===== src/rtl/xcvr_pkg.sv =====
package xcvr_pkg;

    // state of a strobe edge detector
    typedef struct packed {
        logic prev;   // strobe level at the last clk edge
        logic seen;   // at least one sample taken since reset
    } edge_st_t;

endpackage


===== src/rtl/xcvr_edge_det.sv =====
module xcvr_edge_det
    import xcvr_pkg::*;
(
    input  logic clk,
    input  logic rst,
    input  logic lvl,
    output logic rise
);

    edge_st_t st_d, st_q;

    always_comb begin
        st_d      = st_q;
        st_d.prev = lvl;
        st_d.seen = 1'b1;
        rise      = st_q.seen & lvl & ~st_q.prev;
    end

    always_ff @(posedge clk) begin
        if (rst) begin
            st_q <= '0;
        end else begin
            st_q <= st_d;
        end
    end

endmodule


===== src/rtl/xcvr_path.sv =====
module xcvr_path #(
    parameter int W      = 18,
    parameter bit OE_LOW = 1'b0
) (
    input  logic         clk,
    input  logic         rst,
    input  logic [W-1:0] din,
    input  logic         oe_pin,
    input  logic         le,
    input  logic         cp,
    output logic [W-1:0] dout,
    output logic [W-1:0] den
);

    logic [W-1:0] store_d, store_q;
    logic         cap_rise;
    logic         drive;

    xcvr_edge_det u_edge (
        .clk  (clk),
        .rst  (rst),
        .lvl  (cp),
        .rise (cap_rise)
    );

    // enable polarity chosen per direction
    generate
        if (OE_LOW) begin : g_oe_low
            assign drive = ~oe_pin;
        end else begin : g_oe_high
            assign drive = oe_pin;
        end
    endgenerate

    always_comb begin
        store_d = store_q;
        if (le) begin
            store_d = din;          // track while transparent
        end else if (cap_rise) begin
            store_d = din;          // capture on strobe rise
        end
    end

    always_ff @(posedge clk) begin
        if (rst) begin
            store_q <= '0;
        end else begin
            store_q <= store_d;
        end
    end

    always_comb begin
        den  = {W{drive}};
        dout = '0;
        if (drive) begin
            dout = le ? din : store_q;
        end
    end

endmodule


===== src/rtl/xbus_xcvr.sv =====
module xbus_xcvr #(
    parameter int W = 18
) (
    input  logic         clk,
    input  logic         rst,
    input  logic [W-1:0] a_in,
    input  logic [W-1:0] b_in,
    input  logic         ab_oe,
    input  logic         ab_le,
    input  logic         ab_cp,
    input  logic         ba_oe_n,
    input  logic         ba_le,
    input  logic         ba_cp,
    output logic [W-1:0] b_out,
    output logic [W-1:0] b_en,
    output logic [W-1:0] a_out,
    output logic [W-1:0] a_en
);

    xcvr_path #(.W(W), .OE_LOW(1'b0)) u_ab (
        .clk    (clk),
        .rst    (rst),
        .din    (a_in),
        .oe_pin (ab_oe),
        .le     (ab_le),
        .cp     (ab_cp),
        .dout   (b_out),
        .den    (b_en)
    );

    xcvr_path #(.W(W), .OE_LOW(1'b1)) u_ba (
        .clk    (clk),
        .rst    (rst),
        .din    (b_in),
        .oe_pin (ba_oe_n),
        .le     (ba_le),
        .cp     (ba_cp),
        .dout   (a_out),
        .den    (a_en)
    );

endmodule


===== config.mk =====
export PLATFORM = sky130hd
export DESIGN_NAME = xbus_xcvr
export DESIGN_NICKNAME = d
export VERILOG_FILES = /design/src/rtl/xcvr_pkg.sv /design/src/rtl/xcvr_edge_det.sv /design/src/rtl/xcvr_path.sv /design/src/rtl/xbus_xcvr.sv
export SDC_FILE = /design/constraint.sdc
export NUM_CORES = 1
export LEC_CHECK = 0
export BUFFER_PORTS_ARGS = -buffer_cell sky130_fd_sc_hd__buf_4
export CORE_ASPECT_RATIO = 1.75
export CORE_MARGIN = 3
export CORE_UTILIZATION = 47
export CTS_CLUSTER_DIAMETER = 50
export CTS_CLUSTER_SIZE = 12
export DETAILED_ROUTE_END_ITERATION = 10
export MAX_ROUTING_LAYER = met4
export PLACE_DENSITY = 0.85
export SETUP_SLACK_MARGIN = 0.3
export SYNTH_ARGS = -nofsm -noshare
export SYNTH_HDL_FRONTEND = slang
export SYNTH_SLANG_ARGS = --single-unit

===== constraint.sdc =====
create_clock -name clk -period 1.3 [get_ports clk]
set_input_delay 0.13 -clock clk [delete_from_list [all_inputs] [get_ports clk]]
set_output_delay 0.13 -clock clk [all_outputs]
set_load 0.01 [all_outputs]

* After elaboration in Yosys (flattened, before gate mapping)
Cells that the tools add are included.
Cells by class: multiplexer cells 10, bitwise logic cells 7, reduce and logical (&&, ||, !) cells 2
Operators by type and width (count):
- $mux W18 | 8
- $and A1 B1 Y1 | 4
- $reduce_bool A2 Y1 | 2
- $not A1 Y1 | 3
- $mux W1 | 2
Storage, ports and cells: bits in registers 40, output and inout port bits 72

* Depth between registers and ports, before layout
Gate-level depths: netlist of run 1.
depth in word-level cells 4, mapped depth 5, gate-level depth less buffers 3

* Cells and area by module
A second synthesis of run 1 with hierarchy kept.
Second synthesis, totals: cell total of the unflattened synthesis 287, area total of the unflattened synthesis 2471.1 µm²
Modules (own cells, without submodules):
- xcvr_path at u_ab | times used 1, cells an instance 138, area each 1198.6 µm²
- xcvr_path at u_ba | times used 1, cells an instance 139, area each 1154.9 µm²
- xcvr_edge_det | times used 2, cells an instance 5, area each 58.8 µm²

* Worst setup path after synthesis of run 1
No wires, ideal clock.
path kind input to output, start input port ba_oe_n, end output port a_en[0], data arrival time 1.026 ns, required time 1.170 ns, slack 0.144 ns, cell stages on the path 4, buffers on the path 3, cells stage by stage buf_2 > buf_1 > inv_1 > buf_4
Between the ends: longest elaborated chain between the ends 1
Ends and longest elaborated chain:
- start, declared | RTL line xbus_xcvr.sv:11 | input logic ba_oe_n,
- $not A1 Y1 | RTL line xcvr_path.sv:29 | assign drive = ~oe_pin;
- end, declared | RTL line xbus_xcvr.sv:17 | output logic [W-1:0] a_en
Every way passes these cells.

* Worst setup path after layout of run 1
start register u_ab.store_q[9], end output port b_out[9]
Between the ends: longest elaborated chain between the ends 2
Ends and longest elaborated chain:
- start, declared | RTL line xcvr_path.sv:15 | logic [W-1:0] store_d, store_q;
- start signal, assigned | RTL line xcvr_path.sv:48 | store_q <= store_d;
- $mux W18 | RTL line xcvr_path.sv:56 | dout = le ? din : store_q;
- $mux W18 | RTL line xcvr_path.sv:55 | if (drive) begin
- end, declared | RTL line xbus_xcvr.sv:14 | output logic [W-1:0] b_out,
Every way passes these cells.

==> metrics, run 1 <==
status=completed; final setup fails=0; number of I/O pins=116; crit share post-route=84.5%; syn nets=325; Area Overhead vs Synth=29.7%; Inserted Diodes=0; design internal power=2.19 mW; peak supply drop=647 uV; fmax=910 MHz; largest net degree at the start of global routing=41; largest cells by area after synthesis=dfxtp_1, mux2i_1, buf_4; Main synth FF type=dfxtp_1; Hold Crit Class=in2reg; Slew @ Worst Pin=0.338 ns; crit end category=output port; I/O Buffers=115; DP Wirelength=3.95 mm; post-route setup TNS=0 ns; synthesized area=2460 um^2; die area=6160 um^2; ANT nets after route=0; Clk network pwr share=29.2%; drt total wl=5.11 mm; Max Cap Violations=0; die width=60.6 um; hold_buf cts=0; Sequential Power Share=44.6%; Crit Path Max Fanout=2; arrival time worst endpoint=0.97 ns; HP Start=rst; Die Y-Extent=102 um; Synth area leader=dfxtp_1; async set or reset register ratio after synthesis=0%; RePlAce Congestion=0.765; drt drc=0; worst r2r dst=u_ba.store_q[11]; Synth cell types=17; Placeable Area=5020 um^2; routed via count=2034; Net Sw Frac=26.6%; register area=818 um^2; Max H-tree Level=2; Final min period=1.10 ns; first-pass GRT wire length=7.98 mm; top post-synthesis cells by count=mux2i_1, nand2_1, dfxtp_1, buf_4, nor2b_1; row count=34; final count of hold timing violations=0; Pre-antenna DRT Iters=4; grt ovf=0; area of the multi-input gates=1230 um^2; Cells after Synth=281; top cell type's share of synthesized area=31.8%; Leakage=1.60 nW; CTS tree=done; Total GRT Usage=17.4%; CTS Buffer Depth=2; Root Buffer=clkbuf_8; Syn. warnings=0; Slew Limit Fails=0; DR vias/cell=4.95; Hold Path Depth=2; Clock Skew=0.00399 ns; layout cells sized above 1=46.2%; fill count=447; Reg2Reg Depth=4; setup slack, reg-to-reg=0.25 ns; post-synthesis register bit count=39; Clock Pin Slew Worst Setup and Hold Paths=0.07 ns; Slew HR=77.5%; 1st-iter DRT viols=47; Crit Path Class=reg2out; unrepaired setup endpoints after global routing=true; Power Dens Cells=939 nW/um^2; vias in the first global route=1808; worst-skew pair later-pin latency=0.28 ns; initial core utilization=48.9%; CP Launch Type=flip-flop; syn avg cell area=8.74 um^2; Num CTS Buffers=5; Avg WL per Cell=12.4 um; Post-synth EDFFs=0; Min Hold Slack=0.0278 ns; register area share after synthesis=31.8%; critical path data required time=1.17 ns; Nets=400; Logic pwr share=26.1%; Sw Pwr=0.797 mW; worst r2r src=u_ba.u_edge.st_q[1]; initial antenna violation count=0; clk sinks=39; hold path endpoint=u_ba.u_edge.st_q[1]
registers in the layout, summed over array words and instances, names as in the netlist:
name and cells:
u_ba.store_q 18, u_ab.u_edge.st_q 1, u_ab.store_q 18, u_ba.u_edge.st_q 2
metal layers:
metal	global-route usage (%)	routed length, um	part of all wire (%)	up-vias
met4	9.02	164	3.2	0
met2	30.1	2680	52	93
met5	-	0	0	-
met3	4.72	475	9.3	15
li1	-	-	-	1014
met1	16.9	1790	35	912
kinds of logic (layout without fill, tap and decap cells):
family,count (synthesis),after routing,synth area share [%]
and+or+nand+nor,110,110,18.8
muxes,72,72,29.3
buffers and inverters,58,134,18.3
DFF,39,39,31.8
AOI/OAI and AO/OA,2,2,1.73
power groups by stage:
stage,logic (mW),registers [mW],clock network [mW]
final,0.781,1.33,0.874
after global routing,0.853,1.35,0.968
after CTS,0.787,1.33,0.906
after detailed placement,0.783,1.35,0
after global placement,0.763,1.35,0
after floorplan,0.520,1.34,0
layout make-up:
type                            instances  share of cell area, %
Sequential cell                        39                   25.7
Inverter                                4                  0.628
Timing Repair Buffer                  122                   29.9
Tap cell                               54                   2.12
Clock buffer                            8                   3.14
Multi-Input combinational cell        184                   38.5
what timing repair did:
| action | 4_1_cts | 5_1_grt |
|---|---|---|
| gates resized for setup | 17 | 10 |
| buffers inserted | 1 | 2 |
| setup endpoints to repair | 66 | 72 |
| pin swaps | 0 | 2 |
layout by cell type (no fill, tap or decap):
master    instances
buf_12            3
inv_2             1
clkinv_2          2
nor2_1           18
nor2b_1          20
buf_4           119
clkbuf_8          7
a31oi_4           2
dfxtp_2          30
dfxtp_1           9
clkbuf_1          1
inv_4             1
mux2i_1          72
nand2_1          72
critical path, cell delays in order (launching register included):
cell,delay [ns]
dfxtp_2,0.32
mux2i_1,0.16
nor2b_1,0.07
buf_4,0.14
through the flow:
step / utilization, % / power, mW / worst slack, ns / area [um^2] / cells
6_report: 63.5 / 2.99 / 0.201 / 3190 / 411
5_1_grt: 63.5 / 3.17 / 0.132 / 3190 / 411
4_1_cts: 62.9 / 3.02 / 0.187 / 3160 / 409
3_5_place_dp: 60.3 / 2.13 / 0.211 / 3030 / 400
3_3_place_gp: 60.3 / 2.11 / 0.257 / 3030 / 400
2_1_floorplan: - / 1.86 / 0.265 / 2460 / 281
worst max path at each step:
| stage | start | endpoint | slack (ns) | cells past startpoint |
|---|---|---|---|---|
| 2_1_floorplan | u_ba.u_edge.st_q[1] | u_ba.store_q[10] | 0.26 | 5 |
| 3_3_place_gp | ab_le | b_out[9] | 0.26 | 4 |
| 3_5_place_dp | ba_le | u_ba.store_q[11] | 0.21 | 4 |
| 4_1_cts | u_ab.store_q[4] | b_out[4] | 0.19 | 3 |
| 6_report | u_ab.store_q[9] | b_out[9] | 0.20 | 3 |
| 5_1_grt | u_ab.store_q[11] | b_out[11] | 0.13 | 3 |
No activity file was read; power rests on OpenSTA's default activity.
==> run 2, diff against run 1 <==
==> constraint.sdc (replaced) <==
create_clock -name clk -period 1.05 [get_ports clk]
set_input_delay 0.105 -clock clk [delete_from_list [all_inputs] [get_ports clk]]
set_output_delay 0.105 -clock clk [all_outputs]
set_load 0.01 [all_outputs]
==> metrics, run 2 (synthesis results as in run 1) <==
clk sinks=39 (unchanged); die width=60.6 um (unchanged); ANT nets after route=0 (unchanged); vias in the first global route=1940 (+7.3%); status=complete, but fails checks; most frequent cells in the layout=buf_4, mux2i_1, nand2_1; CP endpoint=b_out[12]; placed cell areas=3110 um^2 (+2.7%); initial core utilization=48.9% (unchanged); Pre-antenna DRT Iters=4 (unchanged); unrepaired setup endpoints after global routing=true; Max Cap Violations=0 (unchanged); failing checks=setup timing; Crit Path Max Fanout=2 (unchanged); setup slack, reg-to-reg=-0.03 ns (-0.28 ns); Total GRT Usage=17.1% (-0.25 points); routed via count=2078 (+2.2%); Leakage=1.68 nW (+4.9%); drt total wl=5.40 mm (+5.7%); post-route setup TNS=-0.214 ns (-0.214 ns); peak per-stage delay on the critical path=0.34 ns (+0.02 ns); Avg WL per Cell=12.9 um (+3.4%); Crit Path Class=reg2out; CTS tree=done; final worst slack=-0.0295 ns (-0.230 ns); Final Core Density=66.8% (+3.4 points); RePlAce Congestion=0.782 (+2.2%); Max H-tree Level=2 (unchanged); CP Launch Type=flip-flop; Worst Setup SP=u_ab.store_q[12]; drt drc=0 (unchanged); Hold Path Depth=2 (unchanged); slowest stage cell on the critical path=dfxtp_2; Post-Place Worst Slack=0.00455 ns (-0.207 ns); Hold Crit Class=in2reg; Die Y-Extent=102 um (unchanged); largest net degree at the start of global routing=37 (-9.8%); I/O Buffers=115 (unchanged); Final min period=1.08 ns; Reg2Reg Depth=3 (-1); layout cells sized above 1=49.2% (+3.0 points); DP Wirelength=4.10 mm (+3.6%); biggest regs=u_ab.store_q: 18 flops, u_ba.store_q: 18 flops, u_ba.u_edge.st_q: 2 flops; final setup fails=15 (+15); Slew HR=81.6% (+4.1 points); Num CTS Buffers=5 (unchanged); critical path data required time=0.94 ns (-0.23 ns); arrival time worst endpoint=0.97 ns (about the same); DR vias/cell=4.95 (about the same); peak supply drop=1440 uV (+120%); crit path cell chain=mux2i_1 > nor2b_1 > buf_4; worst-skew pair later-pin latency=0.28 ns (about the same); fmax=926 MHz; number of I/O pins=116 (unchanged); Nets=409 (+2.3%); Slew Limit Fails=0 (unchanged); Inserted Diodes=0 (unchanged); Slew @ Worst Pin=0.277 ns (-0.0614 ns); Final Cell Area=3350 um^2 (+5.3%); CTS Buffer Depth=2 (unchanged); Area Overhead vs Synth=36.6%; worst r2r dst=u_ab.store_q[16]; initial antenna violation count=0 (unchanged); Root Buffer=clkbuf_8; row count=34 (unchanged); grt ovf=0 (unchanged); Clock Skew=0.00591 ns (+0.00192 ns); crit end category=output port; 1st-iter DRT viols=32 (-32%); worst r2r src=u_ba.u_edge.st_q[0]; crit share post-route=103%; Power Dens Cells=1190 nW/um^2 (+26%); Placeable Area=5020 um^2 (unchanged); commonest non-fill, non-tap cell in the layout=buf_4; final count of hold timing violations=0 (unchanged); Post-Layout Cell Count=420 (+2.2%); die area=6160 um^2 (unchanged); Clock Pin Slew Worst Setup and Hold Paths=0.08 ns (about the same); first-pass GRT wire length=8.07 mm (+1.1%); placed cell count=405 (+1.3%)
==> run 2: where the power goes <==
part | leakage, nW | internal [mW] | switching [mW]
registers | 0.335 | 1.60 | 0.0564
logic | 1.29 | 0.568 | 0.466
clock network | 0.0612 | 0.769 | 0.516
==> run 2: layout make-up <==
type                            instances  area (um^2)
Timing Repair Buffer                  131         1080
Inverter                                4         28.8
Clock inverter                          2         35.0
Multi-Input combinational cell        184         1230
Tap cell                               54         67.6
Sequential cell                        39          830
Clock buffer                            6         82.6
Fill cell                             405         1670
==> run 2: per-layer routing <==
| layer | track usage [%] | share of wire [%] | up-vias |
|---|---|---|---|
| met2 | 33.6 | 58 | 78 |
| met5 | - | 0 | - |
| met1 | 15.9 | 35 | 958 |
| met3 | 3.19 | 6.5 | 4 |
| met4 | 4.51 | 0.78 | 0 |
| li1 | - | - | 1038 |
==> run 2: critical path, delay by kind of cell, from the launching register on <==
kind,cells,cell delay (ns)
buffers and inverters,1,0.14
flip-flops,1,0.34
multiplexers,1,0.06
AND/OR/NAND/NOR,1,0.15
==> run 2: how the worst min path moves through the flow <==
stage | start | to | slack, ns
after floorplan | rst | u_ab.u_edge.st_q[1] | 0.17
after global placement | rst | u_ba.u_edge.st_q[1] | 0.30
after detailed placement | rst | u_ab.u_edge.st_q[1] | 0.30
after CTS | rst | u_ba.u_edge.st_q[0] | 0.05
after global routing | rst | u_ba.u_edge.st_q[0] | 0.05
final | rst | u_ba.u_edge.st_q[0] | 0.05
==> run 2: repair_timing <==
| action | 4_1_cts | 5_1_grt |
|---|---|---|
| hold buffers | 2 | 0 |
| pin swaps | 0 | 2 |
| gates resized for setup | 30 | 6 |
| setup endpoints to repair | 72 | 72 |
| gates cloned | 0 | 2 |
| buffers inserted | 1 | 2 |
| endpoints found under the hold margin | 1 | 0 |
==> run 2: metrics by stage <==
step / total power [mW] / hold slack [ns]
after floorplan: 2.32 / 0.169
after global placement: 2.65 / 0.296
after detailed placement: 2.68 / 0.304
after CTS: 4.00 / 0.0462
after global routing: 4.18 / 0.0504
final: 3.98 / 0.0521
==> run 3, diff against run 2 <==
--- a/config.mk
+++ b/config.mk
@@ -5,15 +5,16 @@
 export SDC_FILE = /design/constraint.sdc
 export NUM_CORES = 1
 export LEC_CHECK = 0
-export BUFFER_PORTS_ARGS = -buffer_cell sky130_fd_sc_hd__buf_4
+export ABC_AREA = 1
 export CORE_ASPECT_RATIO = 1.75
 export CORE_MARGIN = 3
-export CORE_UTILIZATION = 47
+export CORE_UTILIZATION = 54
 export CTS_CLUSTER_DIAMETER = 50
 export CTS_CLUSTER_SIZE = 12
 export DETAILED_ROUTE_END_ITERATION = 10
+export DONT_BUFFER_PORTS = 1
 export MAX_ROUTING_LAYER = met4
-export PLACE_DENSITY = 0.85
+export PLACE_DENSITY = 0.73
 export SETUP_SLACK_MARGIN = 0.3
 export SYNTH_ARGS = -nofsm -noshare
 export SYNTH_HDL_FRONTEND = slang
==> metrics, run 3 <==
Slew @ Worst Pin=0.441 ns (+0.164 ns); CTS tree=done; Synth area leader=dfxtp_1; critical path data required time=1.26 ns (+0.32 ns); fill count=218 (-46%); placed cell areas=2090 um^2 (-33%); peak supply drop=1230 uV (-14%); Synth cell types=14 (-3); Power Dens Cells=1240 nW/um^2 (+4.6%); final count of hold timing violations=0 (unchanged); Post-Place Worst Slack=0.125 ns (+0.121 ns); commonest non-fill, non-tap cell in the layout=nand2_1; Avg WL per Cell=16.4 um (+27%); Crit Path Max Fanout=18 (+16); largest cells by area after synthesis=dfxtp_1, nor2_1, buf_4; syn nets=405 (+25%); top cell type's share of synthesized area=33.7% (+1.9 points); initial core utilization=57.8% (+8.8 points); peak per-stage delay on the critical path=0.30 ns (-0.04 ns); Leakage=1.28 nW (-24%); CTS Buffer Depth=2 (unchanged); Total GRT Usage=23.5% (+6.4 points); layout cells sized above 1=41.8% (-7.4 points); CP Launch Type=flip-flop; Slew Limit Fails=0 (unchanged); 1st-iter DRT viols=114 (+260%); biggest regs=u_ab.store_q: 18 flops, u_ba.store_q: 18 flops, u_ba.u_edge.st_q: 2 flops; Hold Crit Class=in2reg; async set or reset register ratio after synthesis=0% (unchanged); die area=5150 um^2 (-16%); row count=30 (-12%); crit share post-route=97.8% (-5.0 points); drt drc=0 (unchanged); final setup fails=0 (-15); Final Cell Area=3280 um^2 (-2.1%); Num CTS Buffers=5 (unchanged); first-pass GRT wire length=9.79 mm (+21%); Final min period=1.03 ns (-0.0521 ns); Post-synth EDFFs=0 (unchanged); Syn. warnings=0 (unchanged); drt total wl=6.77 mm (+25%); synthesized area=2320 um^2 (-5.6%); placed cell count=356 (-12%); Clock Pin Slew Worst Setup and Hold Paths=0.08 ns (about the same); register area share after synthesis=33.7% (+1.9 points); Slew HR=70.3% (-11 points); clk sinks=39 (unchanged); fmax=973 MHz (+5.1%); number of I/O pins=116 (unchanged); DR vias/cell=5.66 (+14%); most frequent cells in the layout=nand2_1, nor2_4, dlygate4sd3_1; slowest stage cell on the critical path=dfxtp_1; crit path cell chain=inv_1 > nand3_4 > clkbuf_16 > nand2_1 > nand2_1 > nor2_1; grt ovf=0 (unchanged); worst-skew pair later-pin latency=0.29 ns (about the same); die width=55.5 um (-8.4%); ANT nets after route=0 (unchanged); register area=826 um^2 (-0.45%); count leader, synth=nor2_1; initial antenna violation count=0 (unchanged); Max Cap Violations=0 (unchanged); delay-heaviest family, CP=simple AND/OR/NAND/NOR gates; post-synthesis register bit count=39 (unchanged); area of the multi-input gates=1610 um^2 (+32%); arrival time worst endpoint=1.24 ns (+0.27 ns); Nets=409 (unchanged); Inserted Diodes=0 (unchanged); Post-Layout Cell Count=414 (-1.4%); vias in the first global route=2146 (+11%); status=completed; unrepaired setup endpoints after global routing=true; top post-synthesis cells by count=nor2_1, nand2_1, buf_4, dfxtp_1, a21oi_1; final worst slack=0.0226 ns (+0.0521 ns); Cells after Synth=361 (+28%); Buf+Inv Stages, Crit Path=2 (+1); largest net degree at the start of global routing=41 (+11%); I/O Buffers=0 (-100%); Pre-antenna DRT Iters=4 (unchanged); RePlAce Congestion=0.710 (-9.2%); Crit Path Class=reg2reg; Die Y-Extent=92.7 um (-8.8%); DP Wirelength=3.10 mm (-24%); Area Overhead vs Synth=41.5%; Max H-tree Level=2 (unchanged); Main synth FF type=dfxtp_1; crit end category=flip-flop; Clock Skew=0.00437 ns (-0.00154 ns); syn avg cell area=6.43 um^2 (-26%); most frequent CP cell=nand2_1; routed via count=2344 (+13%); Min Hold Slack=0.0548 ns (+0.00271 ns); Root Buffer=clkbuf_8; Placeable Area=4020 um^2 (-20%)
-- run 3: cell types whose count changed after synthesis, moves of 4 or more --
cell     change
nor2_1      +88
nor2b_1     -20
a21oi_1     +38
inv_1        +7
buf_4        +4
buf_2        +4
mux2i_1     -72
o21ai_0     +35
-- run 3: final timing paths --
path                                     startpoint                to  slack, ns  cells after the start
worst min-delay path                          ba_le  u_ba.store_q[12]       0.05                      4
worst max-delay path            u_ba.u_edge.st_q[1]   u_ba.store_q[6]       0.02                      6
worst min register to register      u_ba.store_q[8]   u_ba.store_q[8]       0.57                      4
worst max register to register  u_ba.u_edge.st_q[1]   u_ba.store_q[6]       0.02                      6
-- run 3: worst reg2reg max path, stage by stage, from the launching register on --
cell,delay (ns)
dfxtp_1,0.30
inv_1,0.08
nand3_4,0.09
clkbuf_16,0.19
nand2_1,0.07
nand2_1,0.05
nor2_1,0.15
-- run 3: cell type report --
class	instances	area share, %
tap	48	1.83
clock inverter	2	1.07
multi-input combinational	254	49.2
clock buffer	6	2.52
sequential	39	25.2
inverter	10	1.64
timing repair buffer	55	18.6
-- run 3: per-layer routing --
metal	up-vias	part of all wire [%]	GRT usage [%]
li1	1109	-	-
met1	1092	34	23.6
met2	127	57	44.7
met3	16	7.1	4.60
met4	0	2.2	7.10
met5	-	0	-
-- run 3: report_power, final --
| group | internal, mW | leakage, nW | total (mW) | switching, mW |
|---|---|---|---|---|
| Clock | 0.769 | 0.0612 | 1.31 | 0.539 |
| Combinational | 0.472 | 0.880 | 1.06 | 0.592 |
| Sequential | 1.61 | 0.334 | 1.70 | 0.0847 |
-- run 3: logic make-up after synthesis --
group                  after synthesis  synth area share, %
and+or+nand+nor                    180                 30.4
AOI/OAI and AO/OA                   74                 16.0
DFF                                 39                 33.7
buffers and inverters               68                 20.0
-- run 3: metrics by stage --
| step | TNS [ns] | total power [mW] | util (%) |
|---|---|---|---|
| detailed placement | 0 | 2.27 | 52.1 |
| finish | 0 | 4.07 | 81.7 |
| global placement | 0 | 2.25 | 52.1 |
| floorplan | 0 | 2.36 | - |
| global route | -0.119 | 4.26 | 81.7 |
| CTS | 0 | 3.90 | 74.1 |
-- run 3: what timing repair did --
| item | 4_1_cts | 5_1_grt |
|---|---|---|
| pin swaps | 56 | 23 |
| gates cloned | 0 | 3 |
| gates resized for setup | 121 | 55 |
| buffers inserted | 4 | 4 |
| hold buffers | 39 | 0 |
| endpoints found under the hold margin | 38 | 0 |
| setup endpoints to repair | 82 | 82 |
